==> config.mk <==
export PLATFORM = sky130hd
export DESIGN_NAME = intc_regfile
export DESIGN_NICKNAME = d
export VERILOG_FILES = /design/src/rtl/intc_rf_pkg.sv /design/src/rtl/intc_rf_decode.sv /design/src/rtl/intc_rf_bank.sv /design/src/rtl/intc_regfile.sv
export SDC_FILE = /design/constraint.sdc
export NUM_CORES = 2
export LEC_CHECK = 0
export CAP_MARGIN = 25
export CORE_AREA = 2 2 459 461
export DETAILED_ROUTE_END_ITERATION = 12
export DIE_AREA = 0 0 461 463
export GPL_TIMING_DRIVEN = 0
export PLACE_DENSITY = 0.56
export SYNTH_ARGS = -nofsm -noshare
export SYNTH_HDL_FRONTEND = slang
export SYNTH_HIERARCHICAL = 1
export SYNTH_SLANG_ARGS = --single-unit
==> constraint.sdc <==
create_clock -name clk -period 4.4 [get_ports clk]
set_input_delay 0.88 -clock clk [delete_from_list [all_inputs] [get_ports clk]]
set_output_delay 0.88 -clock clk [all_outputs]
set_load 0.005 [all_outputs]
==> src/rtl/intc_rf_pkg.sv <==
package intc_rf_pkg;
    localparam int unsigned DW     = 32;
    localparam int unsigned AW     = 12;
    localparam int unsigned LPB    = 32;   // lines per bank
    localparam int unsigned BANK_W = 2;    // bank field width in the map
    localparam int unsigned LINE_W = 5;

    typedef enum logic [1:0] {ST_IDLE, ST_RESP, ST_SRST} fsm_e;

    typedef enum logic [3:0] {
        K_NONE, K_REV, K_SYSCFG, K_SYSSTAT, K_IRQCODE,
        K_FIQCODE, K_CTRL, K_IDLE, K_BANK, K_LINE
    } kind_e;

    // order follows the per-bank offset map (+0x00 .. +0x1C)
    typedef enum logic [2:0] {
        SB_RAW, SB_MASK, SB_MCLR, SB_MSET,
        SB_SSET, SB_SCLR, SB_PIRQ, SB_PFIQ
    } sub_e;

    typedef struct packed {
        kind_e              kind;
        logic [BANK_W-1:0]  bank;
        sub_e               sub;
        logic [LINE_W-1:0]  line;
    } dec_t;
endpackage

==> src/rtl/intc_rf_decode.sv <==
module intc_rf_decode
    import intc_rf_pkg::*;
#(
    parameter int NUM_BANKS = 3
) (
    input  logic [AW-1:0] addr,
    input  logic [3:0]    be,
    output dec_t          dec
);
    localparam int LINE_BASE = 256;
    localparam int LINE_END  = LINE_BASE + 128 * NUM_BANKS;

    logic [AW-1:0] loff;
    assign loff = addr - 12'h100;

    always_comb begin
        dec = '{kind: K_NONE, bank: '0, sub: SB_RAW, line: '0};
        if (be == 4'hF && addr[1:0] == 2'b00) begin
            if (addr[11:7] == 5'd1) begin
                if (int'(addr[6:5]) < NUM_BANKS) begin
                    dec.kind = K_BANK;
                    dec.bank = addr[6:5];
                    dec.sub  = sub_e'(addr[4:2]);
                end
            end else if (int'(addr) >= LINE_BASE && int'(addr) < LINE_END) begin
                dec.kind = K_LINE;
                dec.bank = loff[8:7];
                dec.line = loff[6:2];
            end else begin
                unique case (addr)
                    12'h000: dec.kind = K_REV;
                    12'h010: dec.kind = K_SYSCFG;
                    12'h014: dec.kind = K_SYSSTAT;
                    12'h040: dec.kind = K_IRQCODE;
                    12'h044: dec.kind = K_FIQCODE;
                    12'h048: dec.kind = K_CTRL;
                    12'h050: dec.kind = K_IDLE;
                    default: dec.kind = K_NONE;
                endcase
            end
        end
    end
endmodule

==> src/rtl/intc_rf_bank.sv <==
module intc_rf_bank
    import intc_rf_pkg::*;
#(
    parameter int PRIO_W = 6
) (
    input  logic                  clk,
    input  logic                  rst_n,
    input  logic                  srst,
    input  logic [LPB-1:0]        raw_i,
    input  logic                  bank_we,
    input  sub_e                  wr_sub,
    input  logic                  line_we,
    input  logic [LINE_W-1:0]     wr_line,
    input  logic [DW-1:0]         wdata,
    input  sub_e                  rd_sub,
    input  logic [LINE_W-1:0]     rd_line,
    output logic [DW-1:0]         rd_bank,
    output logic [DW-1:0]         rd_lin,
    output logic [LPB-1:0]        mask_o,
    output logic [LPB-1:0]        fiq_o,
    output logic [LPB-1:0]        pend_o,
    output logic [LPB*PRIO_W-1:0] prio_o
);
    logic [LPB-1:0]    raw_q, mask_q, sw_q, pend_q, fiq_q;
    logic [PRIO_W-1:0] prio_q [LPB];
    logic [LPB-1:0]    rise, fall, pend_evt, mask_n, sw_n, pend_n;

    // level capture: rise sets a bit, any fall reloads from levels and software
    always_comb begin
        rise     = raw_i & ~raw_q;
        fall     = raw_q & ~raw_i;
        pend_evt = (|fall) ? (raw_i | sw_q) : (pend_q | rise);
        mask_n   = mask_q;
        sw_n     = sw_q;
        pend_n   = pend_evt;
        if (bank_we) begin
            case (wr_sub)
                SB_MASK: mask_n = wdata;
                SB_MCLR: mask_n = mask_q & ~wdata;
                SB_MSET: mask_n = mask_q | wdata;
                SB_SSET: begin
                    sw_n   = sw_q | wdata;
                    pend_n = pend_evt | sw_n;
                end
                SB_SCLR: begin
                    sw_n   = sw_q & ~wdata;
                    pend_n = sw_n & raw_q;
                end
                default: ;
            endcase
        end
    end

    always_ff @(posedge clk or negedge rst_n) begin
        if (!rst_n) begin
            raw_q  <= '0;
            mask_q <= '1;
            sw_q   <= '0;
            pend_q <= '0;
            fiq_q  <= '0;
            for (int i = 0; i < LPB; i++) prio_q[i] <= '0;
        end else if (srst) begin
            raw_q  <= '0;
            mask_q <= '1;
            sw_q   <= '0;
            pend_q <= '0;
            fiq_q  <= '0;
            for (int i = 0; i < LPB; i++) prio_q[i] <= '0;
        end else begin
            raw_q  <= raw_i;
            mask_q <= mask_n;
            sw_q   <= sw_n;
            pend_q <= pend_n;
            if (line_we) begin
                prio_q[wr_line] <= wdata[2 +: PRIO_W];
                fiq_q[wr_line]  <= wdata[0];
            end
        end
    end

    always_comb begin
        rd_bank = '0;
        case (rd_sub)
            SB_RAW:  rd_bank = raw_q;
            SB_MASK: rd_bank = mask_q;
            SB_SSET: rd_bank = sw_q;
            SB_PIRQ: rd_bank = pend_q & ~mask_q & ~fiq_q;
            SB_PFIQ: rd_bank = pend_q & ~mask_q & fiq_q;
            default: rd_bank = '0;
        endcase
        rd_lin = '0;
        rd_lin[2 +: PRIO_W] = prio_q[rd_line];
        rd_lin[0] = fiq_q[rd_line];
    end

    assign mask_o = mask_q;
    assign fiq_o  = fiq_q;
    assign pend_o = pend_q;
    for (genvar g = 0; g < LPB; g++) begin : g_prio
        assign prio_o[g*PRIO_W +: PRIO_W] = prio_q[g];
    end

    a_r8_mclr_clears: assert property (@(posedge clk) disable iff (!rst_n)
        (bank_we && wr_sub == SB_MCLR) |=> ((mask_q & $past(wdata)) == '0));
    a_r9_sset_pends: assert property (@(posedge clk) disable iff (!rst_n)
        (bank_we && wr_sub == SB_SSET) |=> ((pend_q & $past(wdata)) == $past(wdata)));
    a_r10_sclr_drops: assert property (@(posedge clk) disable iff (!rst_n)
        (bank_we && wr_sub == SB_SCLR) |=> ((sw_q & $past(wdata)) == '0));
    a_r6_srst_defaults: assert property (@(posedge clk) disable iff (!rst_n)
        srst |=> (mask_q == '1 && sw_q == '0 && fiq_q == '0));
endmodule

==> src/rtl/intc_regfile.sv <==
module intc_regfile
    import intc_rf_pkg::*;
#(
    parameter int         NUM_BANKS = 3,
    parameter int         PRIO_W    = 6,
    parameter logic [7:0] REVISION  = 8'h21,
    localparam int        LINES     = NUM_BANKS * LPB,
    localparam int        CODE_W    = $clog2(LINES)
) (
    input  logic                    clk,
    input  logic                    rst_n,
    input  logic                    req_valid,
    output logic                    req_ready,
    input  logic                    req_write,
    input  logic [AW-1:0]           req_addr,
    input  logic [3:0]              req_be,
    input  logic [DW-1:0]           req_wdata,
    output logic                    rsp_valid,
    output logic [DW-1:0]           rsp_rdata,
    input  logic [LINES-1:0]        line_level_i,
    input  logic [CODE_W-1:0]       irq_code_i,
    input  logic [CODE_W-1:0]       fiq_code_i,
    output logic [LINES-1:0]        mask_o,
    output logic [LINES-1:0]        fiq_sel_o,
    output logic [LINES*PRIO_W-1:0] prio_o,
    output logic [LINES-1:0]        pend_o,
    output logic                    glob_mask_o,
    output logic                    autoidle_o,
    output logic [1:0]              idle_o,
    output logic                    refresh_o,
    output logic                    new_irq_agr_o,
    output logic                    new_fiq_agr_o
);
    fsm_e          state_q, state_n;
    dec_t          dec;
    logic          accept, wr_acc, srst_wr, srst;
    logic          glob_q, autoidle_q;
    logic [1:0]    idle_q;
    logic [DW-1:0] rd_n, bank_sel, line_sel;
    logic [DW-1:0] bank_rd [NUM_BANKS];
    logic [DW-1:0] line_rd [NUM_BANKS];

    intc_rf_decode #(.NUM_BANKS(NUM_BANKS)) u_dec (
        .addr (req_addr),
        .be   (req_be),
        .dec  (dec)
    );

    assign req_ready = (state_q == ST_IDLE);
    assign accept    = req_valid && req_ready;
    assign wr_acc    = accept && req_write;
    assign srst_wr   = wr_acc && dec.kind == K_SYSCFG && req_wdata[1];
    assign srst      = (state_q == ST_SRST);

    for (genvar b = 0; b < NUM_BANKS; b++) begin : g_bank
        intc_rf_bank #(.PRIO_W(PRIO_W)) u_bank (
            .clk     (clk),
            .rst_n   (rst_n),
            .srst    (srst),
            .raw_i   (line_level_i[b*LPB +: LPB]),
            .bank_we (wr_acc && dec.kind == K_BANK && int'(dec.bank) == b),
            .wr_sub  (dec.sub),
            .line_we (wr_acc && dec.kind == K_LINE && int'(dec.bank) == b),
            .wr_line (dec.line),
            .wdata   (req_wdata),
            .rd_sub  (dec.sub),
            .rd_line (dec.line),
            .rd_bank (bank_rd[b]),
            .rd_lin  (line_rd[b]),
            .mask_o  (mask_o[b*LPB +: LPB]),
            .fiq_o   (fiq_sel_o[b*LPB +: LPB]),
            .pend_o  (pend_o[b*LPB +: LPB]),
            .prio_o  (prio_o[b*LPB*PRIO_W +: LPB*PRIO_W])
        );
    end

    // read data mux
    always_comb begin
        bank_sel = '0;
        line_sel = '0;
        for (int b = 0; b < NUM_BANKS; b++) begin
            if (int'(dec.bank) == b) begin
                bank_sel = bank_rd[b];
                line_sel = line_rd[b];
            end
        end
        rd_n = '0;
        if (!req_write) begin
            case (dec.kind)
                K_REV:     rd_n = DW'(REVISION);
                K_SYSCFG:  rd_n = DW'(autoidle_q);
                K_SYSSTAT: rd_n = DW'(1);
                K_IRQCODE: rd_n = DW'(irq_code_i);
                K_FIQCODE: rd_n = DW'(fiq_code_i);
                K_CTRL:    rd_n = DW'({glob_q, 2'b00});
                K_IDLE:    rd_n = DW'(idle_q);
                K_BANK:    rd_n = bank_sel;
                K_LINE:    rd_n = line_sel;
                default:   rd_n = '0;
            endcase
        end
    end

    // state register
    always_ff @(posedge clk or negedge rst_n) begin
        if (!rst_n) state_q <= ST_IDLE;
        else        state_q <= state_n;
    end

    // transitions
    always_comb begin
        state_n = state_q;
        unique case (state_q)
            ST_IDLE: if (accept) state_n = srst_wr ? ST_SRST : ST_RESP; // T_TO_SRST / T_TO_RESP
            ST_SRST: state_n = ST_RESP;                                 // T_SRST_DONE
            ST_RESP: state_n = ST_IDLE;                                 // T_RESP_DONE
            default: state_n = ST_IDLE;
        endcase
    end

    // outputs and global registers
    always_ff @(posedge clk or negedge rst_n) begin
        if (!rst_n) begin
            rsp_valid     <= 1'b0;
            rsp_rdata     <= '0;
            glob_q        <= 1'b0;
            autoidle_q    <= 1'b0;
            idle_q        <= '0;
            refresh_o     <= 1'b0;
            new_irq_agr_o <= 1'b0;
            new_fiq_agr_o <= 1'b0;
        end else begin
            rsp_valid     <= (state_n == ST_RESP);
            refresh_o     <= 1'b0;
            new_irq_agr_o <= 1'b0;
            new_fiq_agr_o <= 1'b0;
            if (accept) rsp_rdata <= rd_n;
            if (srst) begin
                glob_q     <= 1'b0;
                autoidle_q <= 1'b0;
                idle_q     <= '0;
            end else if (wr_acc) begin
                case (dec.kind)
                    K_SYSCFG: autoidle_q <= req_wdata[0];
                    K_IDLE:   idle_q     <= req_wdata[1:0];
                    K_CTRL: begin
                        glob_q        <= req_wdata[2];
                        new_fiq_agr_o <= req_wdata[1];
                        new_irq_agr_o <= req_wdata[0];
                    end
                    K_BANK: refresh_o <= (dec.sub == SB_MASK) || (dec.sub == SB_MCLR)
                                         || (dec.sub == SB_SSET);
                    default: ;
                endcase
            end
        end
    end

    assign glob_mask_o = glob_q;
    assign autoidle_o  = autoidle_q;
    assign idle_o      = idle_q;

    a_r1_one_beat: assert property (@(posedge clk) disable iff (!rst_n)
        rsp_valid |=> !rsp_valid);
    a_r1_busy_in_rsp: assert property (@(posedge clk) disable iff (!rst_n)
        rsp_valid |-> !req_ready);
    a_r4_agr_with_rsp: assert property (@(posedge clk) disable iff (!rst_n)
        (new_irq_agr_o || new_fiq_agr_o) |-> rsp_valid);
    a_r8_refresh_with_rsp: assert property (@(posedge clk) disable iff (!rst_n)
        refresh_o |-> rsp_valid);
endmodule

* Word level (Yosys, flattened, before mapping) *
Index checks and enable logic that the tools add are counted.

storage, ports and cells
  register bits after elaboration = 1098
  input bits = 162
  output and inout port bits = 905
  logic and storage cells = 367

operators by class
  add/sub/neg operators = 1
  $lt $le $gt $ge = 7
  equal/unequal tests = 28
  mux-type cells = 111
  bitwise logic cells = 53
  reductions and logical operators = 47

operators by type and width
  cell                                            count
  2-to-1 mux 192 bit                              6
  2-to-1 mux 32 bit                               35
  AND 32 bit                                      24
  bitwise mux 192 bit                             3
  bitwise OR 32 bit                               15
  one-hot mux 32 bit (5 select lines)             3
  NOT 32 bit                                      13
  one-hot mux 32 bit (2 select lines)             6
  one-hot mux 32 bit (3 select lines)             3
  one-hot mux 32 bit (9 select lines)             1
  bitwise mux 32 bit                              3
  OR reduction 32 bit                             3
  binary-select mux 6 bit (select 5 bit)          3
  == test 12 x 7 -> 1 bit, second input constant  4
  2-to-1 mux 6 bit                                8
  demux 6 bit (select 5 bit)                      1
  == test 12 x 5 -> 1 bit, second input constant  2
  one-hot mux 3 bit (7 select lines)              1
  nonzero test 2 bit                              10
  2-to-1 mux 1 bit                                19
  AND reduction 2 bit                             9
  == test 4 x 3 -> 1 bit, second input constant   4
  logical AND 1 bit                               16
  2-to-1 mux 8 bit                                2
  other kinds (33)                                53

* Longest topological paths before layout *
  depth in word-level cells = 14
  depth in mapped cells = 16
  mapped depth without buffers = 12

* Hierarchy *
Netlist, hierarchy kept.

modules (own cells, without submodules)
  module                                instances  cells an instance  area an instance (µm²)  seq. area each (µm²)
  intc_rf_bank at g_bank[0].u_bank ...  2          1989               19434.9                 8848.5
  intc_rf_bank at g_bank[2].u_bank      1          1964               19433.6                 8848.5
  intc_regfile                          1          456                3713.6                  1051.0
  intc_rf_decode                        1          45                 337.8                   0.0

* Worst setup path before layout *
OpenSTA, ideal clock, no wires.

  path kind = input to register
  start = input port req_be[2]
  end = register rsp_rdata[3]
  data arrival time = 4.417 ns
  data required time = 4.274 ns
  path slack = -0.143 ns
  stages on the path = 12
  buffers on the path = 2
  cells stage by stage = and4_2 > nand2_1 > nor3_1 > buf_2 > clkbuf_1 > mux4_2 > mux4_2 > o21a_1 > mux2i_1 > o21ai_0 > a32oi_1 > o21ai_1

RTL lines
  element                 RTL line             source
  start: declaration      intc_regfile.sv:16   input logic [3:0] req_be,
  end signal: assignment  intc_regfile.sv:137  if (accept) rsp_rdata <= rd_n;
  end: declaration        intc_regfile.sv:19   output logic [DW-1:0] rsp_rdata,

==> results.tsv <==
metric	value	unit
outcome	finished, violations left	
violations	setup timing	
synth_edf_count	0	
vias_per_cell	5.87	
die_x	461	um
area_growth	33.6	%
synth-main-ff-cell	dfrtp_1	
clock.fmax	221	MHz
worst_hold_slack	482	ps
grt_pass1_vias	59800	
grt_first_pass_wirelength	500	mm
die-area	0.213	mm2
finalCritPeriodShare	1.03	
row_count	168	
worstSkewPairLatency	810	ps
grt_antenna_before_repair	72	
syn_area	0.0624	mm2
vias	63000	
timing.final.crit_period	4520	ps
yosysWarningCount	6	
drtIter0Drc	8459	
hold_class	reg2reg	
routed-wl-met2	154	mm
cts-root-buf	clkbuf_16	
rsz0062_at_grt	true	
dr_wl_met3	40.6	mm
critPathMaxFanout	11	
portBuffers	1063	
overflow	0	
wl_met1	146	mm
start_kind	input pin	
synth-compound-area-share	0.161	
slew_viol_final	0	
max_stage_delay	540	ps
power.share.clock	0.498	
synth_top_family_by_area	simple AND/OR/NAND/NOR gates	
cts_sinks	1098	
layout-drive-gt1-share	0.118	
ys_async_sr_fraction	1.00	
hold_violations	0	
path_cells	clkdlybuf4s50_1 -> nor3b_4 -> o21ai_2 -> nor3_4 -> buf_12 -> buf_16 -> buf_4 -> buf_2 -> mux4_2 -> mux4_2 -> o21a_1 -> mux2i_2 -> o21ai_0 -> a22oi_2 -> o21ai_0	
worstMarginPinSlew	1280	ps
synth.ff_latch_count	1098	
synthAdderAreaFrac	0	
htreeDepth	4	
ys_seq_area_frac	0.443	
cts_tree	yes	
max-cap-violations	0	
p_sw	0.00610	W
clk_pin_slew	60	ps
avgSynthCellArea	9.68	um2
p_leak	31.7	nW
pre_cts_ws	-2220	ps
fin_util	0.399	
peakVddDrop	0.000363	V
p_int	0.0177	W
drt_wl_total	368	mm
cts_buffers	138	
netlist.area_leader.share	0.402	
crit_family	buffers and inverters	
muxShareOfSynthArea	0.157	
core-area	0.209	mm2
synth_area_leader_cell	dfrtp_1	
p_comb_frac	0.069	
grtUsageTotal	0.334	
initial_utilization	0.299	
die_h	463	um
setup_viol_count_final	1	
synth_xor_area_frac	0.0140	
arrival	5190	ps
critical_path_required	5060	ps
wl_per_cell	34.2	um
clock_skew	29.6	ps
drtAntennaViolNets	0	
highest_layer	met5	
critPathBufInv	5	
first_pass_iters	6	
drc	0	
setup_ws	-123	ps
grt_max_degree	170	
clk_path_buf_depth	3	
synth_area_leaders	dfrtp_1 40%, mux2i_1 8.8%, mux4_2 6.1%	
synth.distinct_cells	70	
powerDensity	286	mW/mm2
postSynthCellCount	6443	
p_seq_frac	0.433	
post-dp-hpwl	285	mm
io_pins	1067	
slew_headroom	0.148	
crit_slowest_cell	clkdlybuf4s50_1	
synth-simple-area-share	0.169	
place_congestion	1.02	
swShare	0.256	
critical_path_class	in2reg	
final_nets	7942	
critPathCaptureType	register	
[tightest hold or removal path, cell delays in order, from the launching register on]
cell and delay [ps]:
dfrtp_1 340, nand2_1 50, o21ai_0 60
[power by group through the flow]
stage | sequential [W] | combinational, W | clock, W
2_1_floorplan | 0.0104 | 0.000517 | 0
3_3_place_gp | 0.0105 | 0.00148 | 0
3_5_place_dp | 0.0105 | 0.00161 | 0
4_1_cts | 0.0103 | 0.00162 | 0.0120
5_1_grt | 0.0103 | 0.00174 | 0.0124
6_report | 0.0103 | 0.00165 | 0.0119
[synth_stat cells, drive strengths merged (11+ instances only)]
| cell | instances |
|---|---|
| nand4 | 36 |
| and3b | 11 |
| buf | 200 |
| o2bb2ai | 25 |
| dfstp | 96 |
| a22oi | 78 |
| inv | 128 |
| mux4 | 189 |
| dfrtp | 1002 |
| o22ai | 96 |
| xnor2 | 96 |
| nand2 | 540 |
| mux2i | 546 |
| or3 | 96 |
| a221oi | 45 |
| nand4b | 70 |
| nand3 | 344 |
| o2111a | 26 |
| clkbuf | 460 |
| nor2 | 611 |
| o22a | 25 |
| o21a | 118 |
| a21oi | 658 |
| a311oi | 192 |
| nand2b | 109 |
| and2 | 18 |
| nor3 | 17 |
| nor2b | 148 |
| nor3b | 13 |
| o21ai | 317 |
| nand3b | 79 |
[through the flow]
step           area, um2  TNS [ps]  instances  total power (W)
2_1_floorplan      62600         0       6515           0.0110
3_3_place_gp       76800         -      10400           0.0120
3_5_place_dp       77900  -1324080      10400           0.0121
4_1_cts            83000      -158      10700           0.0239
5_1_grt            83200      -818      10700           0.0244
6_report           83300      -123      10700           0.0238
[placed cells by master (no fill, tap or decap), types with 128 or more instances in the layout]
master and instances:
clkdlybuf4s50_1 1056, dfrtp_1 1002, a21oi_1 658, nor2_1 558, nand2_1 539, mux2i_1 532
clkbuf_1 427, nand3_1 343, o21ai_0 292, a311oi_1 172, mux4_2 169, nor2b_1 148
clkbuf_16 143, inv_1 128
[registers in the layout (all words and copies together) (netlist names), 32 cells and up]
register,flops
g_bank.u_bank/fiq_o,96
g_bank.u_bank/mask_o,96
g_bank.u_bank/pend_o,96
g_bank.u_bank/prio_o,576
g_bank.u_bank/raw_q,96
g_bank.u_bank/sw_q,96
rsp_rdata,32
[logic make-up (layout without fill, tap and decap cells)]
logic type | count (synthesis) | count (layout)
simple gates | 2123 | 2123
compound gates | 1598 | 1598
flops | 1098 | 1098
buf+inv | 788 | 2162
mux | 735 | 735
xor+xnor | 98 | 98
other cells | 3 | 117
[path summary, 6_finish.rpt]
check,from,endpoint,slack (ps),cells after the start
min in group asynchronous,rst_n,g_bank[1].u_bank/prio_o[178],660,2
max in group asynchronous,rst_n,g_bank[0].u_bank/prio_o[182],1570,4
hold / removal,rsp_rdata[10],rsp_rdata[10],480,2
hold reg to reg,rsp_rdata[10],rsp_rdata[10],480,2
setup reg to reg,state_q[0],g_bank[1].u_bank/pend_o[29],120,6
setup / recovery,req_addr[9],rsp_rdata[7],-120,15
[repair_timing]
action | 4_1_cts | 5_1_grt
endpoints found under the setup margin | 986 | 653
pin swaps | 12 | 6
hold buffers | 1 | 0
resized for setup | 124 | 83
setup buffers | 16 | 2
endpoints found under the hold margin | 4 | 0
[cell type report]
cell class,instances,area (um2)
Sequential cell,1098,27600
Fill cell,20700,125000
Timing Repair Buffer,1130,12000
Antenna cell,42,105
Clock buffer,188,3880
Clock inverter,61,704
Inverter,128,480
Tap cell,2805,3510
Multi-Input combinational cell,4629,31900
Buffer,655,3150
[routing by layer]
metal,track usage,vias to the layer above
met2,0.475,4197
met1,0.442,32100
met4,0.208,42
met5,0,-
met3,0.0964,741
li1,-,25900
Power figures use the tool's default switching activity.
